## config.mk

```make
export PLATFORM = sky130hd
export DESIGN_NAME = prd_dma_engine
export DESIGN_NICKNAME = d
export VERILOG_FILES = /design/src/rtl/prd_dma_pkg.sv /design/src/rtl/prd_page_split.sv /design/src/rtl/prd_backoff.sv /design/src/rtl/prd_dma_engine.sv
export SDC_FILE = /design/constraint.sdc
export NUM_CORES = 1
export LEC_CHECK = 0
export ABC_AREA = 1
export BUFFER_PORTS_ARGS = -buffer_cell sky130_fd_sc_hd__buf_4
export CAP_MARGIN = 20
export CORE_MARGIN = 8
export CORE_UTILIZATION = 40
export CTS_CLUSTER_DIAMETER = 200
export DETAILED_ROUTE_END_ITERATION = 16
export MAX_ROUTING_LAYER = met4
export SKIP_LAST_GASP = 1
export SLEW_MARGIN = 30
export SYNTH_ARGS = -nofsm -noshare
export SYNTH_HDL_FRONTEND = slang
export SYNTH_SLANG_ARGS = --single-unit
```

## constraint.sdc

```tcl
create_clock -name clk -period 13.1 [get_ports clk]
set_input_delay 0.655 -clock clk [delete_from_list [all_inputs] [get_ports clk]]
set_output_delay 0.655 -clock clk [all_outputs]
set_load 0.01 [all_outputs]
```

## src/rtl/prd_dma_pkg.sv

```systemverilog
package prd_dma_pkg;

    typedef enum logic [2:0] {
        ST_IDLE,
        ST_FETCH,
        ST_WAIT,
        ST_BURST,
        ST_PAUSE
    } dma_state_e;

    localparam int DESC_BYTES   = 8;
    localparam int CNT_W        = 16;
    localparam int SECTOR_BYTES = 512;
    localparam int MAX_SECTORS  = 256;

endpackage

```

## src/rtl/prd_page_split.sv

```systemverilog
module prd_page_split #(
    parameter int PAGE_BYTES = 4096,
    parameter int CNT_W      = 16,
    localparam int OFF_W     = $clog2(PAGE_BYTES),
    localparam int LEN_W     = OFF_W + 1
) (
    input  logic [31:0]      addr_i,
    input  logic [CNT_W-1:0] left_i,
    output logic [LEN_W-1:0] len_o
);
    logic [LEN_W-1:0] room;
    logic [LEN_W-1:0] cap;

    // distance to the next page boundary
    assign room = LEN_W'(PAGE_BYTES) - {1'b0, addr_i[OFF_W-1:0]};

    generate
        if (CNT_W >= LEN_W) begin : g_wide_count
            assign cap = (left_i > CNT_W'(PAGE_BYTES)) ? LEN_W'(PAGE_BYTES)
                                                      : LEN_W'(left_i);
        end else begin : g_narrow_count
            assign cap = LEN_W'(left_i);
        end
    endgenerate

    assign len_o = (cap < room) ? cap : room;
endmodule

```

## src/rtl/prd_backoff.sv

```systemverilog
module prd_backoff #(
    parameter int CYCLES = 6,
    localparam int CW    = $clog2(CYCLES + 1)
) (
    input  logic clk,
    input  logic rst_n,
    input  logic load_i,
    output logic expired_o
);
    logic [CW-1:0] cnt_d, cnt_q;

    always_comb begin
        cnt_d = cnt_q;
        if (load_i)
            cnt_d = CW'(CYCLES - 1);
        else if (cnt_q != '0)
            cnt_d = cnt_q - 1'b1;
    end

    always_ff @(posedge clk or negedge rst_n) begin
        if (!rst_n) cnt_q <= '0;
        else        cnt_q <= cnt_d;
    end

    assign expired_o = (cnt_q == '0);
endmodule

```

## src/rtl/prd_dma_engine.sv

```systemverilog
module prd_dma_engine
    import prd_dma_pkg::*;
#(
    parameter int PAGE_BYTES = 4096,
    parameter int BACKOFF    = 6,
    parameter int SEC_W      = 28,
    localparam int OFF_W     = $clog2(PAGE_BYTES),
    localparam int LEN_W     = OFF_W + 1
) (
    input  logic             clk,
    input  logic             rst_n,
    input  logic             start_i,
    input  logic [31:0]      table_base_i,
    input  logic             to_disk_i,
    input  logic [7:0]       nsec_i,
    input  logic [SEC_W-1:0] lba_i,
    input  logic             abort_i,
    output logic             busy_o,
    output logic             done_o,
    output logic             err_o,
    output logic [SEC_W-1:0] sector_o,
    output logic             mem_req_o,
    output logic             mem_desc_o,
    output logic             mem_we_o,
    output logic [31:0]      mem_addr_o,
    output logic [LEN_W-1:0] mem_len_o,
    input  logic             mem_busy_i,
    input  logic             mem_rvalid_i,
    input  logic [63:0]      mem_rdata_i
);
    localparam int SEC_SH = $clog2(SECTOR_BYTES);
    localparam int CMD_W  = $clog2(MAX_SECTORS * SECTOR_BYTES + 1);

    typedef struct packed {
        dma_state_e        st;
        logic              ret_burst;
        logic [31:0]       ptr;
        logic [31:0]       addr;
        logic [CNT_W-1:0]  left;
        logic              eot;
        logic [CMD_W-1:0]  cmd_left;
        logic [SEC_W-1:0]  sector;
        logic [SEC_SH-1:0] frac;
        logic              to_disk;
        logic              done;
        logic              err;
    } regs_t;

    regs_t d, q;

    logic [LEN_W-1:0] split_len;
    logic             bo_load, bo_done;
    logic             fin, fin_err;
    logic [CNT_W-1:0] desc_cnt;
    logic [CMD_W-1:0] desc_cnt_x;
    logic [CMD_W-1:0] cmd_after;
    logic [LEN_W:0]   frac_sum;

    prd_page_split #(.PAGE_BYTES(PAGE_BYTES), .CNT_W(CNT_W)) u_split (
        .addr_i (q.addr),
        .left_i (q.left),
        .len_o  (split_len)
    );

    prd_backoff #(.CYCLES(BACKOFF)) u_backoff (
        .clk       (clk),
        .rst_n     (rst_n),
        .load_i    (bo_load),
        .expired_o (bo_done)
    );

    assign desc_cnt   = mem_rdata_i[47:32];
    assign desc_cnt_x = CMD_W'(desc_cnt);
    assign cmd_after  = q.cmd_left - desc_cnt_x;
    assign frac_sum   = (LEN_W+1)'(q.frac) + (LEN_W+1)'(split_len);

    always_comb begin
        d       = q;
        d.done  = 1'b0;
        d.err   = 1'b0;
        fin     = 1'b0;
        fin_err = 1'b0;
        bo_load = 1'b0;
        unique case (q.st)
            ST_IDLE: begin
                if (start_i) begin
                    d.st       = ST_FETCH;
                    d.ptr      = {table_base_i[31:2], 2'b00};
                    d.to_disk  = to_disk_i;
                    d.cmd_left = (nsec_i == 8'd0)
                               ? CMD_W'(MAX_SECTORS * SECTOR_BYTES)
                               : CMD_W'({nsec_i, {SEC_SH{1'b0}}});
                    d.sector   = lba_i;
                    d.frac     = '0;
                end
            end
            ST_FETCH: begin
                if (mem_busy_i) begin
                    d.st        = ST_PAUSE;
                    d.ret_burst = 1'b0;
                    bo_load     = 1'b1;
                end else begin
                    d.ptr = q.ptr + 32'(DESC_BYTES);
                    d.st  = ST_WAIT;
                end
            end
            ST_WAIT: begin
                if (mem_rvalid_i) begin
                    if (desc_cnt_x > q.cmd_left) begin
                        fin     = 1'b1;
                        fin_err = 1'b1;
                    end else begin
                        d.addr     = mem_rdata_i[31:0];
                        d.left     = desc_cnt;
                        d.eot      = mem_rdata_i[63];
                        d.cmd_left = cmd_after;
                        if (desc_cnt != '0) begin
                            d.st = ST_BURST;
                        end else if (mem_rdata_i[63]) begin
                            fin     = 1'b1;
                            fin_err = (cmd_after != '0);
                        end else begin
                            d.st = ST_FETCH;
                        end
                    end
                end
            end
            ST_BURST: begin
                if (mem_busy_i) begin
                    d.st        = ST_PAUSE;
                    d.ret_burst = 1'b1;
                    bo_load     = 1'b1;
                end else begin
                    d.addr   = q.addr + 32'(split_len);
                    d.left   = q.left - CNT_W'(split_len);
                    d.sector = q.sector + SEC_W'(frac_sum >> SEC_SH);
                    d.frac   = frac_sum[SEC_SH-1:0];
                    if (q.left == CNT_W'(split_len)) begin
                        if (q.eot) begin
                            fin     = 1'b1;
                            fin_err = (q.cmd_left != '0);
                        end else begin
                            d.st = ST_FETCH;
                        end
                    end
                end
            end
            ST_PAUSE: begin
                if (bo_done)
                    d.st = q.ret_burst ? ST_BURST : ST_FETCH;
            end
            default: d.st = ST_IDLE;
        endcase
        if (abort_i && q.st != ST_IDLE) begin
            fin     = 1'b1;
            fin_err = 1'b1;
        end
        if (fin) begin
            d.st   = ST_IDLE;
            d.done = 1'b1;
            d.err  = fin_err;
        end
    end

    always_ff @(posedge clk or negedge rst_n) begin
        if (!rst_n) begin
            q    <= '0;
            q.st <= ST_IDLE;
        end else begin
            q <= d;
        end
    end

    assign busy_o     = (q.st != ST_IDLE);
    assign done_o     = q.done;
    assign err_o      = q.err;
    assign sector_o   = q.sector;
    assign mem_req_o  = (q.st == ST_FETCH || q.st == ST_BURST) && !abort_i;
    assign mem_desc_o = (q.st == ST_FETCH);
    assign mem_we_o   = (q.st == ST_BURST) && !q.to_disk;
    assign mem_addr_o = (q.st == ST_FETCH) ? q.ptr : q.addr;
    assign mem_len_o  = (q.st == ST_FETCH) ? LEN_W'(DESC_BYTES) : split_len;


    backoff_gap_chk: assert property (@(posedge clk) disable iff (!rst_n)
        mem_req_o && mem_busy_i |=> !mem_req_o);


    page_bound_chk: assert property (@(posedge clk) disable iff (!rst_n)
        mem_req_o && !mem_desc_o |->
        ((LEN_W+1)'(mem_addr_o[OFF_W-1:0]) + (LEN_W+1)'(mem_len_o)) <= (LEN_W+1)'(PAGE_BYTES));


    burst_nonzero_chk: assert property (@(posedge clk) disable iff (!rst_n)
        mem_req_o && !mem_desc_o |-> mem_len_o != '0);


    done_idle_chk: assert property (@(posedge clk) disable iff (!rst_n)
        done_o |-> !busy_o);


    start_only_chk: assert property (@(posedge clk) disable iff (!rst_n)
        $rose(busy_o) |-> $past(start_i));


    fetch_align_chk: assert property (@(posedge clk) disable iff (!rst_n)
        mem_req_o && mem_desc_o |-> mem_addr_o[1:0] == 2'b00);


    fetch_read_chk: assert property (@(posedge clk) disable iff (!rst_n)
        mem_desc_o |-> !mem_we_o);


    abort_end_chk: assert property (@(posedge clk) disable iff (!rst_n)
        abort_i && busy_o |=> done_o && err_o && !busy_o);


    reset_idle_chk: assert property (@(posedge clk)
        !rst_n |=> !busy_o && !done_o);
endmodule

```

---- Word-level counts from Yosys, hierarchy flattened ----
Index checks and enable logic that the tools add are counted.
word-level totals
  input port bits ......................... 139
  logic and storage cells ................. 128
  flip-flop bits (word level) ............. 146
  output and inout bits ................... 79
cells by class
  add/sub/neg operators ................... 8
  equal/unequal tests ..................... 19
  reductions and logical operators ........ 29
  order comparisons ....................... 3
  bitwise operators ....................... 1
  mux-type cells .......................... 55
operators by type and width
  operator                 number
  $mux W67                 2
  $mux W32                 3
  $pmux W48 S2             1
  $pmux W37 S2             1
  $pmux W32 S2             1
  $mux W56                 1
  $mux W48                 1
  $mux W13                 3
  $mux W3                  13
  $mux W37                 1
  $pmux W18 S2             1
  $reduce_bool A18 Y1      2
  $add A32 B13 Y32         1
  $add A32 B4 Y32 const B  1
  $add A28 B5 Y28          1
  $mux W1                  20
  $gt A16 B18 Y1           1
  $mux W18                 1
  $sub A18 B16 Y18         1
  $eq A16 B13 Y1           1
  $gt A16 B13 Y1 const B   1
  $reduce_bool A16 Y1      1
  $sub A16 B13 Y16         1
  $pmux W3 S5              1
  other kinds (26)         54

---- Depth between registers and ports, before layout ----
  word-level depth ........................ 11
  depth in mapped cells ................... 42

---- By module ----
A second synthesis with hierarchy kept.
unflattened totals
  cell total of the unflattened synthesis .. 2090
  area, all modules ....................... 13431.6 sq um
modules (own cells, without submodules)
  module          area an instance (sq um)  times used  cells each
  prd_dma_engine  12355.6                   1           1895
  prd_page_split  899.6                     1           172
  prd_backoff     176.4                     1           23

---- Worst setup path before layout ----
OpenSTA, ideal clock, no wires.
  path kind ............................... flip-flop to flip-flop
  from .................................... register q[76] (netlist name)
  to ...................................... register q, in the netlist sector_o[21]
  setup slack ............................. 7.297 ns
  data required time ...................... 13.023 ns
  path buffers ............................ 0
  cell stages (with the launch flop) ...... 37
  library setup time ...................... 0.077 ns
  clock period less this slack ............ 5.803 ns
  arrival ................................. 5.726 ns
  cells stage by stage .................... dfrtp_1 inv_1 ha_1 nand2_1 nor2_1 nand4_1 nor2_1 nand3_1 xor2_1 ha_1 a21oi_1 o21ai_0 a31oi_1 nand2_4 o21ai_0 ha_1 inv_1 fa_1 nand3b_1 nand2_1 inv_1 o221ai_1 nand2_1 nand2_1 inv_1 nor2_1 xor2_1 ha_1 a21oi_1 o21ai_0 nand2_1 a21oi_2 nand2_1 nor2_1 o21ai_0 a21o_1 a21oi_1
between the ends
  cells in the longest elaborated chain, start to end .. 7
RTL lines
  item                  RTL line               text
  start: declaration    prd_dma_engine.sv:49   regs_t d, q;
  $sub A13 B12 Y13 (*)  prd_page_split.sv:15   assign room = LEN_W'(PAGE_BYTES) - {1'b0, addr_i[OFF_W-1:0]};
  $lt A13 B13 Y1        prd_page_split.sv:26   assign len_o = (cap < room) ? cap : room;
  $mux W13 (*)          prd_page_split.sv:26
  $add A9 B13 Y14 (*)   prd_dma_engine.sv:75   assign frac_sum = (LEN_W+1)'(q.frac) + (LEN_W+1)'(split_len);
  $add A28 B5 Y28 (*)   prd_dma_engine.sv:136  d.sector = q.sector + SEC_W'(frac_sum >> SEC_SH);
  $mux W37 (*)          prd_dma_engine.sv:129  if (mem_busy_i) begin
  $pmux W37 S2 (*)      prd_dma_engine.sv:84   unique case (q.st)
Mark *: on every way between the ends. The rest lies on a longest branch, timed or not. The select of a mux whose other input is x is not followed.
A chain may end at the register's enable or synchronous reset.

---- Worst setup path after layout ----
  from .................................... register q[75] (netlist name)
  to ...................................... register q, in the netlist sector_o[21]
Same word-level chain as after synthesis.

==> metrics.md <==
| Metric | Value |
|---|---|
| Run status | `finished clean` |
| Post-DRT Antenna Nets | `0` |
| Final setup fails | `0` |
| Area leader, netlist | `dfrtp_1` |
| DP Area | `0.0145 mm²` |
| Crit path DAT | `7.65 ns` |
| Flop and latch count out of synthesis | `144` |
| Layout cells sized above 1 | `14.0%` |
| Setup crit start kind | `flop` |
| Total number of vias | `13561` |
| Worst setup EP type | `flop` |
| Reg2reg end | `sector_o[21]` |
| Number of port buffers | `200` |
| # nets final | `2315` |
| Clock tree buffer depth | `2` |
| RSZ-0062 raised after global routing | `no` |
| Die area | `0.0381 mm²` |
| Die Wd | `195 µm` |
| Vias in the first global route | `13216` |
| Mapped Area | `0.0128 mm²` |
| Critical path launch point | `q[75]` |
| TritonCTS buffer count | `17` |
| Clock latency on the worst-skew pair | `0.43 ns` |
| Starting density of the core | `40.6%` |
| Detailed Route WL | `43.4 mm` |
| Setup total negative slack | `0 ns` |
| Total core area | `0.0316 mm²` |
| CP required | `13.46 ns` |
| Initial antenna violation count | `0` |
| Final Non-Filler Cells | `2511` |
| Cell variety after synth | `62` |
| Delay-heaviest family, CP | `compound AO/OA/AOI/OAI gates` |
| Drt pass-1 iters | `6` |
| Sequential area share after synthesis | `28.0%` |
| Die H | `195 µm` |
| Worst path depth | `37` |
| Final Skew | `0.0114 ns` |
| CTS tree | `built` |
| Post-Syn Nets | `2169` |
| Min-Delay Path Class | `primary input to asynchronous set/reset pin` |
| Wirelength per Cell | `17.3 µm` |
| Synth area leaders | `dfrtp_1, nand2_1, ha_1` |
| Setup bufs post-CTS | `0` |
| Worst Setup EP | `sector_o[21]` |
| Crit Path Max Fanout | `9` |
| Post-synth ARST share | `100%` |
| Post-synth EDFFs | `0` |
| Grt ovf | `0` |
| Largest net degree at the start of global routing | `82` |
| Pleak | `7.50 nW` |
| Root Driver | `clkbuf_16` |
| Critical path class | `flop to flop` |
| Final Max Slew Viols | `0` |
| FP Rows | `65` |
| DR vias/cell | `5.40` |
| Max Clock Freq | `0.137 GHz` |
| Cells after DPL | `2480` |
| Worst-margin pin slew | `0.875 ns` |
| VDD IR-drop max | `0.000147 V` |
| DR top layer | `met4` |
| First-pass GRT wire length | `69.5 mm` |
| Layout fillers | `3289` |
| CTS Sinks | `144` |
| Primary FF master, synth | `dfrtp_1` |
| Final RePlAce weighted congestion | `0.936` |
| Post-DP HPWL | `33.3 mm` |
| CP max-delay cell | `o21ai_0` |
| Htree depth | `4` |
| Max-slew headroom | `41.7%` |
| Global-route usage over all layers | `23.0%` |
| Commonest cells after routing, fill and taps aside | `nand2_1, inv_1, buf_4` |
| Mean Syn Cell Area | `6.59 µm²` |
| Setup slack, reg-to-reg | `5.81 ns` |
| WL met3 | `2.42 mm` |
| Fin crit share | `55.7%` |
| Synth warn | `0` |
| CTS Hold Bufs | `0` |
| Power per standard cell area | `277 mW/mm²` |
| Crit path time final | `7.29 ns` |
| Drc violations | `0` |
| Post-synthesis cell count | `1951` |
| I/O pin cnt | `218` |
| Number of buffers and inverters on the critical path | `4` |
| Post-synth top area share | `28.0%` |
| ANT cells | `0` |
| Cells on worst reg2reg path | `37` |
| Max Cap Violations | `0` |
| M1 wire length | `20.9 mm` |
| Slowest stage delay, CP | `0.59 ns` |
| Pre-CTS setup slack | `5.94 ns` |
| Worst R2R Start | `q[75]` |
| Commonest non-fill, non-tap cell in the layout | `nand2_1` |
| Setup ws final | `5.81 ns` |
| CTS resizes | `0` |
| Clock slew at reported path FFs | `0.07 ns` |
| Most frequent CP cell | `nand2_1` |
| WL met2 | `19.3 mm` |
| DR iter-0 viols | `1226` |
| Final Instance Area | `0.0150 mm²` |
| Layout area overhead | `16.8%` |
| Hold Vio Cnt, Final | `0` |
cell usage after synthesis (all sizes together) (2+ instances only):
master and number:
nand3b 7, a22oi 17, mux2 4, buf 53
nor4 16, clkbuf 29, a211oi 2, nor2 187
inv 221, ha 74, xnor2 16, a22o 2
nand3 130, a31oi 10, o31ai 2, a21oi 144
nand2 555, o221ai 2, fa 5, o21bai 6
a21o 5, nand4 38, o21ai 159, a31o 3
o22ai 10, o41ai 2, a41oi 5, o21a 13
o211ai 10, xor2 29, nor3 32, a221oi 2
or2 8, dfrtp 144
layer usage:
layer | global-route usage, % | vias to the layer above
li1 | - | 6755
met1 | 31.4 | 6341
met2 | 35.3 | 409
met3 | 3.52 | 56
met4 | 5.81 | 0
met5 | - | -
cells by family after synthesis:
family,count (synthesis),share of synthesized area (%)
and+or+nand+nor,976,32.3
AOI/OAI and AO/OA,398,17.9
buffers and inverters,304,10.3
xor gates and xnor gates,45,3.07
muxes,4,0.351
DFF,144,28.0
adders and majority gates,79,7.98
other,1,0.0292
worst min-delay path by stage:
| stage | start | end | slack, ns | cells after the start |
|---|---|---|---|---|
| floorplan | rst_n | done_o | 0.36 | 0 |
| global placement | q[2] | q[2] | 0.46 | 2 |
| detailed placement | q[109] | q[109] | 0.47 | 2 |
| CTS | rst_n | q[61] | 0.32 | 1 |
| global route | rst_n | q[61] | 0.33 | 1 |
| finish | rst_n | q[61] | 0.24 | 1 |
per-stage QoR:
stage / utilization, % / total power, mW / hold slack [ns]
final: 47.4 / 4.16 / 0.244
after detailed placement: 45.7 / 3.66 / 0.467
after CTS: 47.4 / 4.16 / 0.316
after floorplan: - / 2.84 / 0.359
after global routing: 47.4 / 4.56 / 0.334
after global placement: 45.7 / 3.61 / 0.460
final cells by class:
cell class,instances,area [µm²],area share (%)
Clock inverter,9,86.3,0.575
Sequential cell,144,3600,24.0
Clock buffer,22,464,3.09
Tap cell,402,503,3.35
Multi-Input combinational cell,1503,7930,52.9
Timing Repair Buffer,209,1580,10.5
Inverter,222,838,5.59
where the power goes:
part	switching, mW	internal (mW)
Sequential	0.208	0.620
Combinational	1.83	1.03
Clock	0.207	0.270
Total	2.24	1.92
sequential cells by signal, summed over array words and instances, names as in the netlist:
signal           cells
done_o               1
err_o                1
q                  111
sector_o            28
u_backoff.cnt_q      3
No activity file was read; power rests on OpenSTA's default activity.
